===== config.mk =====
export PLATFORM = sky130hd
export DESIGN_NAME = pulse_swallow_div
export DESIGN_NICKNAME = d
export VERILOG_FILES = /design/src/rtl/psd_pkg.sv /design/src/rtl/psd_prescaler.sv /design/src/rtl/psd_frame_ctr.sv /design/src/rtl/psd_chan_map.sv /design/src/rtl/pulse_swallow_div.sv
export SDC_FILE = /design/constraint.sdc
export NUM_CORES = 1
export LEC_CHECK = 0
export ABC_CLOCK_PERIOD_IN_PS = 2400
export BUFFER_PORTS_ARGS = -buffer_cell sky130_fd_sc_hd__clkbuf_2
export CAP_MARGIN = 25
export CORE_MARGIN = 2
export CORE_UTILIZATION = 35
export CTS_BUF_LIST = sky130_fd_sc_hd__clkbuf_8 sky130_fd_sc_hd__clkbuf_16
export CTS_CLUSTER_DIAMETER = 60
export CTS_CLUSTER_SIZE = 20
export DETAILED_ROUTE_END_ITERATION = 10
export GPL_TIMING_DRIVEN = 0
export HOLD_SLACK_MARGIN = 0.05
export PLACE_DENSITY = 0.51
export SLEW_MARGIN = 10
export SYNTH_ARGS = -nofsm -noshare
export SYNTH_HDL_FRONTEND = slang
export SYNTH_SLANG_ARGS = --single-unit

===== constraint.sdc =====
create_clock -name clk -period 2.4 [get_ports clk]
set_input_delay 0 -clock clk [delete_from_list [all_inputs] [get_ports clk]]
set_output_delay 0 -clock clk [all_outputs]
set_load 0.01 [all_outputs]

===== src/rtl/psd_pkg.sv =====
package psd_pkg;

   typedef enum logic {
      PRE_BINARY = 1'b0,
      PRE_RING   = 1'b1
   } pre_style_e;

   function automatic int unsigned total_ratio(input int unsigned low_mod,
                                               input int unsigned prog,
                                               input int unsigned swal);
      return low_mod * prog + swal + 1;
   endfunction

endpackage


===== src/rtl/psd_prescaler.sv =====
module psd_prescaler
   import psd_pkg::*;
#(
   parameter int unsigned PRE_LOW = 8,
   parameter pre_style_e  STYLE   = PRE_BINARY
)(
   input  logic clk,
   input  logic rst_n,
   input  logic hold_i,
   input  logic mod_hi_i,
   output logic end_o
);

   generate
      if (STYLE == PRE_BINARY) begin : g_binary
         localparam int unsigned CW = $clog2(PRE_LOW + 1);
         logic [CW-1:0] cnt_q;
         logic [CW-1:0] term;

         assign term  = mod_hi_i ? CW'(PRE_LOW) : CW'(PRE_LOW - 1);
         assign end_o = !hold_i && (cnt_q == term);

         always_ff @(posedge clk or negedge rst_n) begin
            if (!rst_n)                cnt_q <= '0;
            else if (hold_i || end_o)  cnt_q <= '0;
            else                       cnt_q <= cnt_q + CW'(1);
         end

         a_r4_count_bound: assert property (@(posedge clk) disable iff (!rst_n)
            cnt_q <= CW'(PRE_LOW));
         a_r4_hold_restart: assert property (@(posedge clk) disable iff (!rst_n)
            hold_i |=> (cnt_q == '0));
      end else begin : g_ring
         logic [PRE_LOW:0] ring_q;

         assign end_o = !hold_i && (mod_hi_i ? ring_q[PRE_LOW] : ring_q[PRE_LOW-1]);

         always_ff @(posedge clk or negedge rst_n) begin
            if (!rst_n)                ring_q <= (PRE_LOW+1)'(1);
            else if (hold_i || end_o)  ring_q <= (PRE_LOW+1)'(1);
            else                       ring_q <= ring_q << 1;
         end

         a_r4_ring_onehot: assert property (@(posedge clk) disable iff (!rst_n)
            $countones(ring_q) == 1);
         a_r4_hold_restart: assert property (@(posedge clk) disable iff (!rst_n)
            hold_i |=> ring_q[0]);
      end
   endgenerate

endmodule


===== src/rtl/psd_frame_ctr.sv =====
module psd_frame_ctr #(
   parameter int unsigned PROG_CNT = 24,
   parameter int unsigned SWAL_MAX = 20,
   parameter int unsigned SWAL_RST = 8,
   localparam int unsigned PW = $clog2(PROG_CNT + 1),
   localparam int unsigned SW = $clog2(SWAL_MAX + 1)
)(
   input  logic          clk,
   input  logic          rst_n,
   input  logic          pre_end_i,
   input  logic          load_i,
   input  logic [SW-1:0] swal_load_i,
   output logic          mod_hi_o,
   output logic          last_o
);

   logic [PW-1:0] prog_q;
   logic [SW-1:0] swal_q;

   assign mod_hi_o = (swal_q != '0);
   assign last_o   = pre_end_i && (prog_q == PW'(1));

   always_ff @(posedge clk or negedge rst_n) begin
      if (!rst_n) begin
         prog_q <= PW'(PROG_CNT);
         swal_q <= SW'(SWAL_RST);
      end else if (load_i) begin
         prog_q <= PW'(PROG_CNT);
         swal_q <= swal_load_i;
      end else if (pre_end_i) begin
         prog_q <= prog_q - PW'(1);
         if (swal_q != '0) swal_q <= swal_q - SW'(1);
      end
   end

   // the program counter never runs out inside a period
   a_r2_prog_nonzero: assert property (@(posedge clk) disable iff (!rst_n)
      prog_q != '0);
   // the swallowed cycles always fit inside the remaining program cycles
   a_r4_swal_le_prog: assert property (@(posedge clk) disable iff (!rst_n)
      int'(swal_q) <= int'(prog_q));

endmodule


===== src/rtl/psd_chan_map.sv =====
module psd_chan_map #(
   parameter int unsigned CH_W     = 3,
   parameter int unsigned CH_MIN   = 1,
   parameter int unsigned CH_MAX   = 6,
   parameter int unsigned CH_DEF   = 1,
   parameter int unsigned SWAL_OFS = 7,
   parameter int unsigned SW       = 5
)(
   input  logic            clk,
   input  logic            rst_n,
   input  logic [CH_W-1:0] chan_i,
   output logic [SW-1:0]   swal_o
);

   logic [CH_W-1:0] pend_q;
   logic            chan_ok;

   assign chan_ok = (chan_i >= CH_W'(CH_MIN)) && (chan_i <= CH_W'(CH_MAX));
   assign swal_o  = SW'(SWAL_OFS) + SW'(pend_q);

   always_ff @(posedge clk or negedge rst_n) begin
      if (!rst_n)       pend_q <= CH_W'(CH_DEF);
      else if (chan_ok) pend_q <= chan_i;
   end

   a_r6_pending_in_range: assert property (@(posedge clk) disable iff (!rst_n)
      (pend_q >= CH_W'(CH_MIN)) && (pend_q <= CH_W'(CH_MAX)));
   a_r6_invalid_holds: assert property (@(posedge clk) disable iff (!rst_n)
      !chan_ok |=> $stable(pend_q));

endmodule


===== src/rtl/pulse_swallow_div.sv =====
module pulse_swallow_div
   import psd_pkg::*;
#(
   parameter int unsigned PRE_LOW   = 8,
   parameter int unsigned PROG_CNT  = 24,
   parameter int unsigned SWAL_MIN  = 1,
   parameter int unsigned SWAL_MAX  = 20,
   parameter int unsigned CH_W      = 3,
   parameter int unsigned CH_MIN    = 1,
   parameter int unsigned CH_MAX    = 6,
   parameter int unsigned CH_DEF    = 1,
   parameter int unsigned SWAL_OFS  = 7,
   parameter pre_style_e  PRE_STYLE = PRE_BINARY
)(
   input  logic            clk,
   input  logic            rst_n,
   input  logic [CH_W-1:0] chan_sel,
   output logic            div_pulse,
   output logic            mod_ctl
);

   localparam int unsigned SW       = $clog2(SWAL_MAX + 1);
   localparam int unsigned SWAL_RST = SWAL_OFS + CH_DEF;
   localparam int unsigned M_RST    = total_ratio(PRE_LOW, PROG_CNT, SWAL_RST);

   initial begin
      assert (PRE_LOW >= 2) else $error("prescaler low modulus too small");
      assert (SWAL_OFS + CH_MIN >= SWAL_MIN) else $error("lowest channel under swallow range");
      assert (SWAL_OFS + CH_MAX <= SWAL_MAX) else $error("highest channel over swallow range");
      assert (SWAL_MAX < PROG_CNT) else $error("swallow range must stay below program count");
      assert (CH_DEF >= CH_MIN && CH_DEF <= CH_MAX) else $error("default channel out of range");
      assert (CH_MAX < 2**CH_W) else $error("channel index too narrow");
      assert (M_RST > PRE_LOW * PROG_CNT) else $error("ratio derivation inconsistent");
   end

   logic          pre_end;
   logic          mod_hi;
   logic          last;
   logic          gap_q;
   logic [SW-1:0] swal_next;

   psd_chan_map #(
      .CH_W(CH_W), .CH_MIN(CH_MIN), .CH_MAX(CH_MAX), .CH_DEF(CH_DEF),
      .SWAL_OFS(SWAL_OFS), .SW(SW)
   ) u_chan (
      .clk(clk), .rst_n(rst_n), .chan_i(chan_sel), .swal_o(swal_next)
   );

   psd_prescaler #(.PRE_LOW(PRE_LOW), .STYLE(PRE_STYLE)) u_pre (
      .clk(clk), .rst_n(rst_n), .hold_i(gap_q), .mod_hi_i(mod_hi), .end_o(pre_end)
   );

   psd_frame_ctr #(.PROG_CNT(PROG_CNT), .SWAL_MAX(SWAL_MAX), .SWAL_RST(SWAL_RST)) u_frame (
      .clk(clk), .rst_n(rst_n), .pre_end_i(pre_end), .load_i(last),
      .swal_load_i(swal_next), .mod_hi_o(mod_hi), .last_o(last)
   );

   // reload cycle: counters were loaded on entry, prescaler is held for one cycle
   always_ff @(posedge clk or negedge rst_n) begin
      if (!rst_n) gap_q <= 1'b0;
      else        gap_q <= last;
   end

   assign div_pulse = gap_q;
   assign mod_ctl   = mod_hi;

   a_r3_single_pulse: assert property (@(posedge clk) disable iff (!rst_n)
      div_pulse |=> !div_pulse);
   a_r4_mc_high_at_pulse: assert property (@(posedge clk) disable iff (!rst_n)
      div_pulse |-> mod_ctl);
   a_r4_mc_rise_only_at_pulse: assert property (@(posedge clk) disable iff (!rst_n)
      $rose(mod_ctl) |-> div_pulse);
   a_r5_no_prescale_in_gap: assert property (@(posedge clk) disable iff (!rst_n)
      div_pulse |-> !pre_end);

endmodule


======== Word-level counts from Yosys, hierarchy flattened ========
Index checks and enable logic that the tools add are counted.
word-level totals
  register bits after elaboration ......... 18
  input port bits ......................... 5
  logic and storage cells ................. 29
operators by class
  add/subtract/negate cells ............... 4
  magnitude comparators ................... 2
  eq/ne operators ......................... 2
  muxes and demuxes ....................... 7
  reduce and logical (&&, ||, !) cells .... 9
operators by type and width
  kind                                                                   number
  5-bit two-way mux                                                      5
  5-bit by 1-bit subtractor with 5-bit output, second input constant     2
  4-bit two-way mux                                                      2
  5-bit by 1-bit == test with 1-bit output, second input constant        1
  5-bit nonzero test                                                     1
  3-bit by 3-bit adder with 4-bit output, first input constant           1
  4-bit by 1-bit adder with 4-bit output, second input constant          1
  4-bit == test                                                          1
  2-bit nonzero test                                                     2
  3-bit by 1-bit >= comparator with 1-bit output, second input constant  1
  3-bit less-or-equal comparator, second input constant                  1
  1-bit logical AND                                                      3
  2-bit AND reduction                                                    1
  1-bit zero test                                                        1
  1-bit logical OR                                                       1

======== Longest topological paths before layout ========
  word-level depth ........................ 7
  depth in mapped cells ................... 7

======== By module ========
Synthesis repeated with hierarchy kept, for this count alone.
second synthesis, totals
  cells, all modules ...................... 101
  area, all modules ....................... 1,009.7 µm²
modules (own cells, without submodules)
  module             instances  cells an instance  area each (µm²)  sequential area each (µm²)
  psd_frame_ctr      1          59                 590.6            254.0
  psd_prescaler      1          18                 214.0            100.1
  psd_chan_map       1          23                 180.2            76.3
  pulse_swallow_div  1          1                  25.0             25.0

======== Worst setup path before layout ========
OpenSTA, ideal clock, no wires.
  kind .................................... register to register
  start point ............................. reg u_frame.swal_q[0]
  end point ............................... reg u_frame.swal_q[0]
  arrival time ............................ 1,791 ps
  required time ........................... 2,321 ps
  slack ................................... 530 ps
  cell stages (with the launch flop) ...... 8
  buffers on the path ..................... 1
  path through ............................ dfrtp_1 > inv_1 > ha_1 > nor4b_4 > mux2i_1 > or2_0 > buf_2 > a2bb2oi_1
on the way
  longest elaborated chain between the ends .. 7
  elaborated cells between the ends (all ways) .. 12
  classes of those cells .................. add/sub (1); eq/ne (1); mux (4); reduce/logical (6)
RTL lines
  what                                  RTL line                                  source
  start, declared                       psd_frame_ctr.sv:18                       logic [SW-1:0] swal_q;
  start signal, assigned                psd_frame_ctr.sv:26                       swal_q <= SW'(SWAL_RST);
  start signal, assigned                psd_frame_ctr.sv:29                       swal_q <= swal_load_i;
  start signal, assigned                psd_frame_ctr.sv:32                       if (swal_q != '0) swal_q <= swal_q - SW'(1);
  5-bit nonzero test                    psd_frame_ctr.sv:20, psd_frame_ctr.sv:32
  4-bit two-way mux                     psd_prescaler.sv:20                       assign term = mod_hi_i ? CW'(PRE_LOW) : CW'(PRE_LOW - 1);
  4-bit == test                         psd_prescaler.sv:21                       assign end_o = !hold_i && (cnt_q == term);
  1-bit logical AND                     psd_prescaler.sv:21
  1-bit logical AND                     psd_frame_ctr.sv:21                       assign last_o = pre_end_i && (prog_q == PW'(1));
  2-bit nonzero test (no source line)   n/a
  2-bit AND reduction (no source line)  n/a
Several ways; a longest one is shown, not always the timed one. The select of a mux whose other input is x is not followed.
A chain may end at the register's enable or synchronous reset.

======== Final worst setup path ========
  start point ............................. reg u_frame.swal_q[0]
  end point ............................... reg u_frame.swal_q[1]
The elaborated chain is that of the path after synthesis.

==> Implementation_results.wiki <==
{| class="wikitable"
! Metric !! Value
|-
| Unrepaired setup endpoints after global routing || false
|-
| Total length of routed wires || 2150 µm
|-
| Layout cell share with drive strength beyond 1 || 16.7%
|-
| Clock sink count || 18
|-
| Final estimated routing congestion in global placement || 0.827
|-
| Async set-reset flop share out of synthesis || 100%
|-
| Initial Util || 36.2%
|-
| Number of max-slew violations in the final report || 0
|-
| Worst setup skew after layout || 3.97 ps
|-
| Cell accounting for the most synthesized area || dfrtp_1
|-
| Input/output buffers || 6
|-
| Layout filler cell count || 300
|-
| Average detailed-routed wire length per instance || 13.5 µm
|-
| Critical path's largest stage delay || 510 ps
|-
| Top-level port count || 7
|-
| Global Route Usage Sum || 14.2%
|-
| Final layout net count || 138
|-
| Transition time of the tightest slew-check pin || 471 ps
|-
| Max Buffers Root-to-Sink || 2
|-
| Die Width || 59.5 µm
|-
| Area growth syn-to-layout || 15.8%
|-
| Detailed-router iteration count before antenna repair || 4
|-
| Die Outline Area || 0.00354 mm²
|-
| Number of CTS-inserted buffers || 3
|-
| Number of enable flip-flop cells after synthesis || 0
|-
| Number of flip-flops and latches in the synthesized netlist || 18
|-
| Number of setup buffers added after CTS || 0
|-
| Outcome || completed
|-
| Crit path time final || 2190 ps
|-
| Top-area cell type share of the netlist area || 32.5%
|-
| Highest net fanout along the worst path || 9
|-
| Combined area of all synthesized cells || 0.00108 mm²
|-
| Final critical-path share of the clock period || 91.2%
|-
| Total power divided by cell area || 491 mW/mm²
|-
| DRC marker count from the first detailed-route iteration || 27
|-
| Average via count per standard cell || 5.29
|-
| Clock-pin slew on the worst setup and hold paths || 80 ps
|-
| Relative slew slack || 68.0%
|-
| Total congestion overflow after global routing || 0
|-
| Yosys warning total || 0
|-
| Vias in the first global route || 814
|-
| Required arrival time at the worst endpoint || 2590 ps
|-
| Global-route wire length before repair || 3770 µm
|-
| Pin count of the biggest net entering global routing || 19
|-
| Classification of the worst setup path || flip-flop to flip-flop
|-
| Element type at the critical path end || flip-flop
|-
| Top flip-flop cell by instance count after synthesis || dfrtp_1
|-
| Max Cap Viol || 0
|-
| Post-route DRC violation count || 0
|-
| Number of hold-slack violations in the final timing report || 0
|-
| Via count of the routed design || 841
|-
| Placed cell area || 0.00115 mm²
|-
| Number of antenna diodes || 0
|-
| H-tree levels || 1
|-
| Aggregate negative setup slack || 0 ps
|-
| Sequential fraction of the synthesis area || 42.3%
|-
| Post-Synthesis Net Count || 123
|-
| Sequential cell area || 455 µm²
|-
| Number of instances in the synthesized netlist || 112
|-
| Final HPWL DP || 1590 µm
|-
| Cell types with the largest area share after synthesis || dfrtp_1 33%, dfstp_2 9.8%, ha_1 7.0%
|-
| Total setup violations reported at the end of the flow || 0
|-
| Power after layout || 0.612 mW
|-
| Average cell area after synthesis || 9.62 µm²
|-
| Std-Cell Rows || 20
|-
| P_leak || 0.549 nW
|-
| Insertion delay to the later sink of the worst-skew pair || 260 ps
|-
| Final antenna-violating net count || 0
|-
| Multi-input logic area || 587 µm²
|-
| Highest achievable clock rate || 457 MHz
|-
| Startpoint types || flip-flop
|-
| Distinct cell type count of the synthesized netlist || 36
|-
| Root Buffer Master || clkbuf_8
|-
| Critical path, cell by cell || inv_1 -> ha_1 -> nor4b_4 -> mux2i_2 -> or2_0 -> buf_2 -> a2bb2oi_1
|-
| Arrival time of the worst setup path || 2370 ps
|-
| Path type of the worst min-delay path || primary input to flip-flop
|-
| IR Drop Worst-Case VDD || 0.171 mV
|-
| Clock tree from TritonCTS || yes
|-
| Slowest library cell on the worst path || mux2i_2
|-
| Number of antenna violations at the first check in global routing || 0
|-
| Core ar. || 0.00298 mm²
|-
| Height of the chip || 59.5 µm
|-
| Total non-filler cell area in the finished layout || 0.00125 mm²
|}
placed cells by master (no fill, tap or decap), types with 2 or more instances in the layout:
master	netlist	final
a22oi_1	2	2
a21oi_1	5	5
o21ai_1	2	2
o22a_1	2	2
nor4b_4	3	3
nor2_1	20	20
o21ai_0	4	4
o211ai_1	2	2
clkbuf_2	0	6
a2bb2oi_1	2	2
dfstp_2	4	4
ha_1	6	6
nand2b_1	2	2
dlygate4sd3_1	0	4
dfrtp_1	14	14
nand2_1	7	7
clkbuf_8	0	4
o31ai_1	2	2
nor3_1	4	4
nand3_1	3	3
inv_1	8	8
xnor2_1	2	2
repair_timing:
item,4_1_cts,5_1_grt
hold endpoints to repair,20,0
resized for setup,0,1
hold buffers,4,0
setup endpoints to repair,0,6
cells in the mapped netlist, types with 2 or more instances:
library cell / number
nor2_1: 20
dfrtp_1: 14
inv_1: 8
nand2_1: 7
ha_1: 6
a21oi_1: 5
dfstp_2: 4
nor3_1: 4
o21ai_0: 4
nand3_1: 3
nor4b_4: 3
a22oi_1: 2
a2bb2oi_1: 2
mux2i_1: 2
nand2b_1: 2
o211ai_1: 2
o21ai_1: 2
o22a_1: 2
o31ai_1: 2
xnor2_1: 2
power breakdown:
| group | switching, mW | internal, mW |
|---|---|---|
| Clock | 0.114 | 0.146 |
| Sequential | 0.00509 | 0.310 |
| Combinational | 0.0204 | 0.0167 |
| Total | 0.139 | 0.473 |
critical path: cells and delay by family (launching register included):
| kind | cells | cell delay [ps] |
|---|---|---|
| AND/OR/NAND/NOR | 2 | 520 |
| multiplexers | 1 | 510 |
| flip-flops | 1 | 410 |
| buffers and inverters | 2 | 290 |
| adder cells (fa/ha/maj) | 1 | 200 |
| AO/OA/AOI/OAI | 1 | 190 |
registers in the layout, summed over array words and instances, names as in the netlist:
signal                flops
u_frame.prog_q            5
u_frame.swal_q            5
u_pre.g_binary.cnt_q      4
u_chan.pend_q             3
div_pulse                 1
routing by layer:
| metal | vias to the layer above | GRT usage [%] | part of all wire, % |
|---|---|---|---|
| met5 | - | 0 | 0 |
| met4 | 0 | 5.84 | 1.8 |
| met3 | 4 | 2.62 | 2.7 |
| met2 | 15 | 21.0 | 43 |
| met1 | 394 | 20.3 | 52 |
| li1 | 428 | - | - |
logic make-up (layout without fill, tap and decap cells):
group | after synthesis | after routing | synth area share [%]
buffers and inverters | 10 | 24 | 3.60
and+or+nand+nor | 47 | 47 | 26.3
muxes | 3 | 3 | 2.90
DFF | 18 | 18 | 42.3
adders and majority gates | 6 | 6 | 6.97
AOI/OAI and AO/OA | 25 | 25 | 15.6
xor gates and xnor gates | 3 | 3 | 2.44
layout make-up:
type,count,area share [%]
plain buffers,2,0.702
repair buffers,10,5.62
inverters,8,2.41
multi-input cells,84,47.0
well taps,33,3.31
flip-flops and latches,18,36.5
clock buffers,4,4.41
stage by stage:
step | std cells | utilization, % | hold slack, ps | setup slack (ps)
2_1_floorplan | 112 | - | -296 | 530
3_3_place_gp | 151 | 38.6 | -25.3 | 84.9
3_5_place_dp | 151 | 38.6 | -19.3 | 92.7
4_1_cts | 159 | 41.8 | 59.5 | 68.6
5_1_grt | 159 | 41.9 | 115 | 69.3
6_report | 159 | 41.9 | 58.1 | 212
worst paths after layout:
path / end / cells after the start / from / slack (ps)
min in group asynchronous: u_frame.swal_q[2]$_DFFE_PN0P_ / 2 / rst_n / 220
hold reg to reg: u_chan.pend_q[1]$_DFFE_PN0P_ / 2 / u_chan.pend_q[1]$_DFFE_PN0P_ / 540
setup reg to reg: u_frame.swal_q[1]$_DFFE_PN0P_ / 7 / u_frame.swal_q[0]$_DFFE_PN0P_ / 210
hold / removal: u_chan.pend_q[1]$_DFFE_PN0P_ / 3 / chan_sel[1] / 60
setup / recovery: u_frame.swal_q[1]$_DFFE_PN0P_ / 7 / u_frame.swal_q[0]$_DFFE_PN0P_ / 210
max in group asynchronous: u_frame.prog_q[3]$_DFFE_PN1P_ / 2 / rst_n / 1830
(Power assumes the default switching activity.)
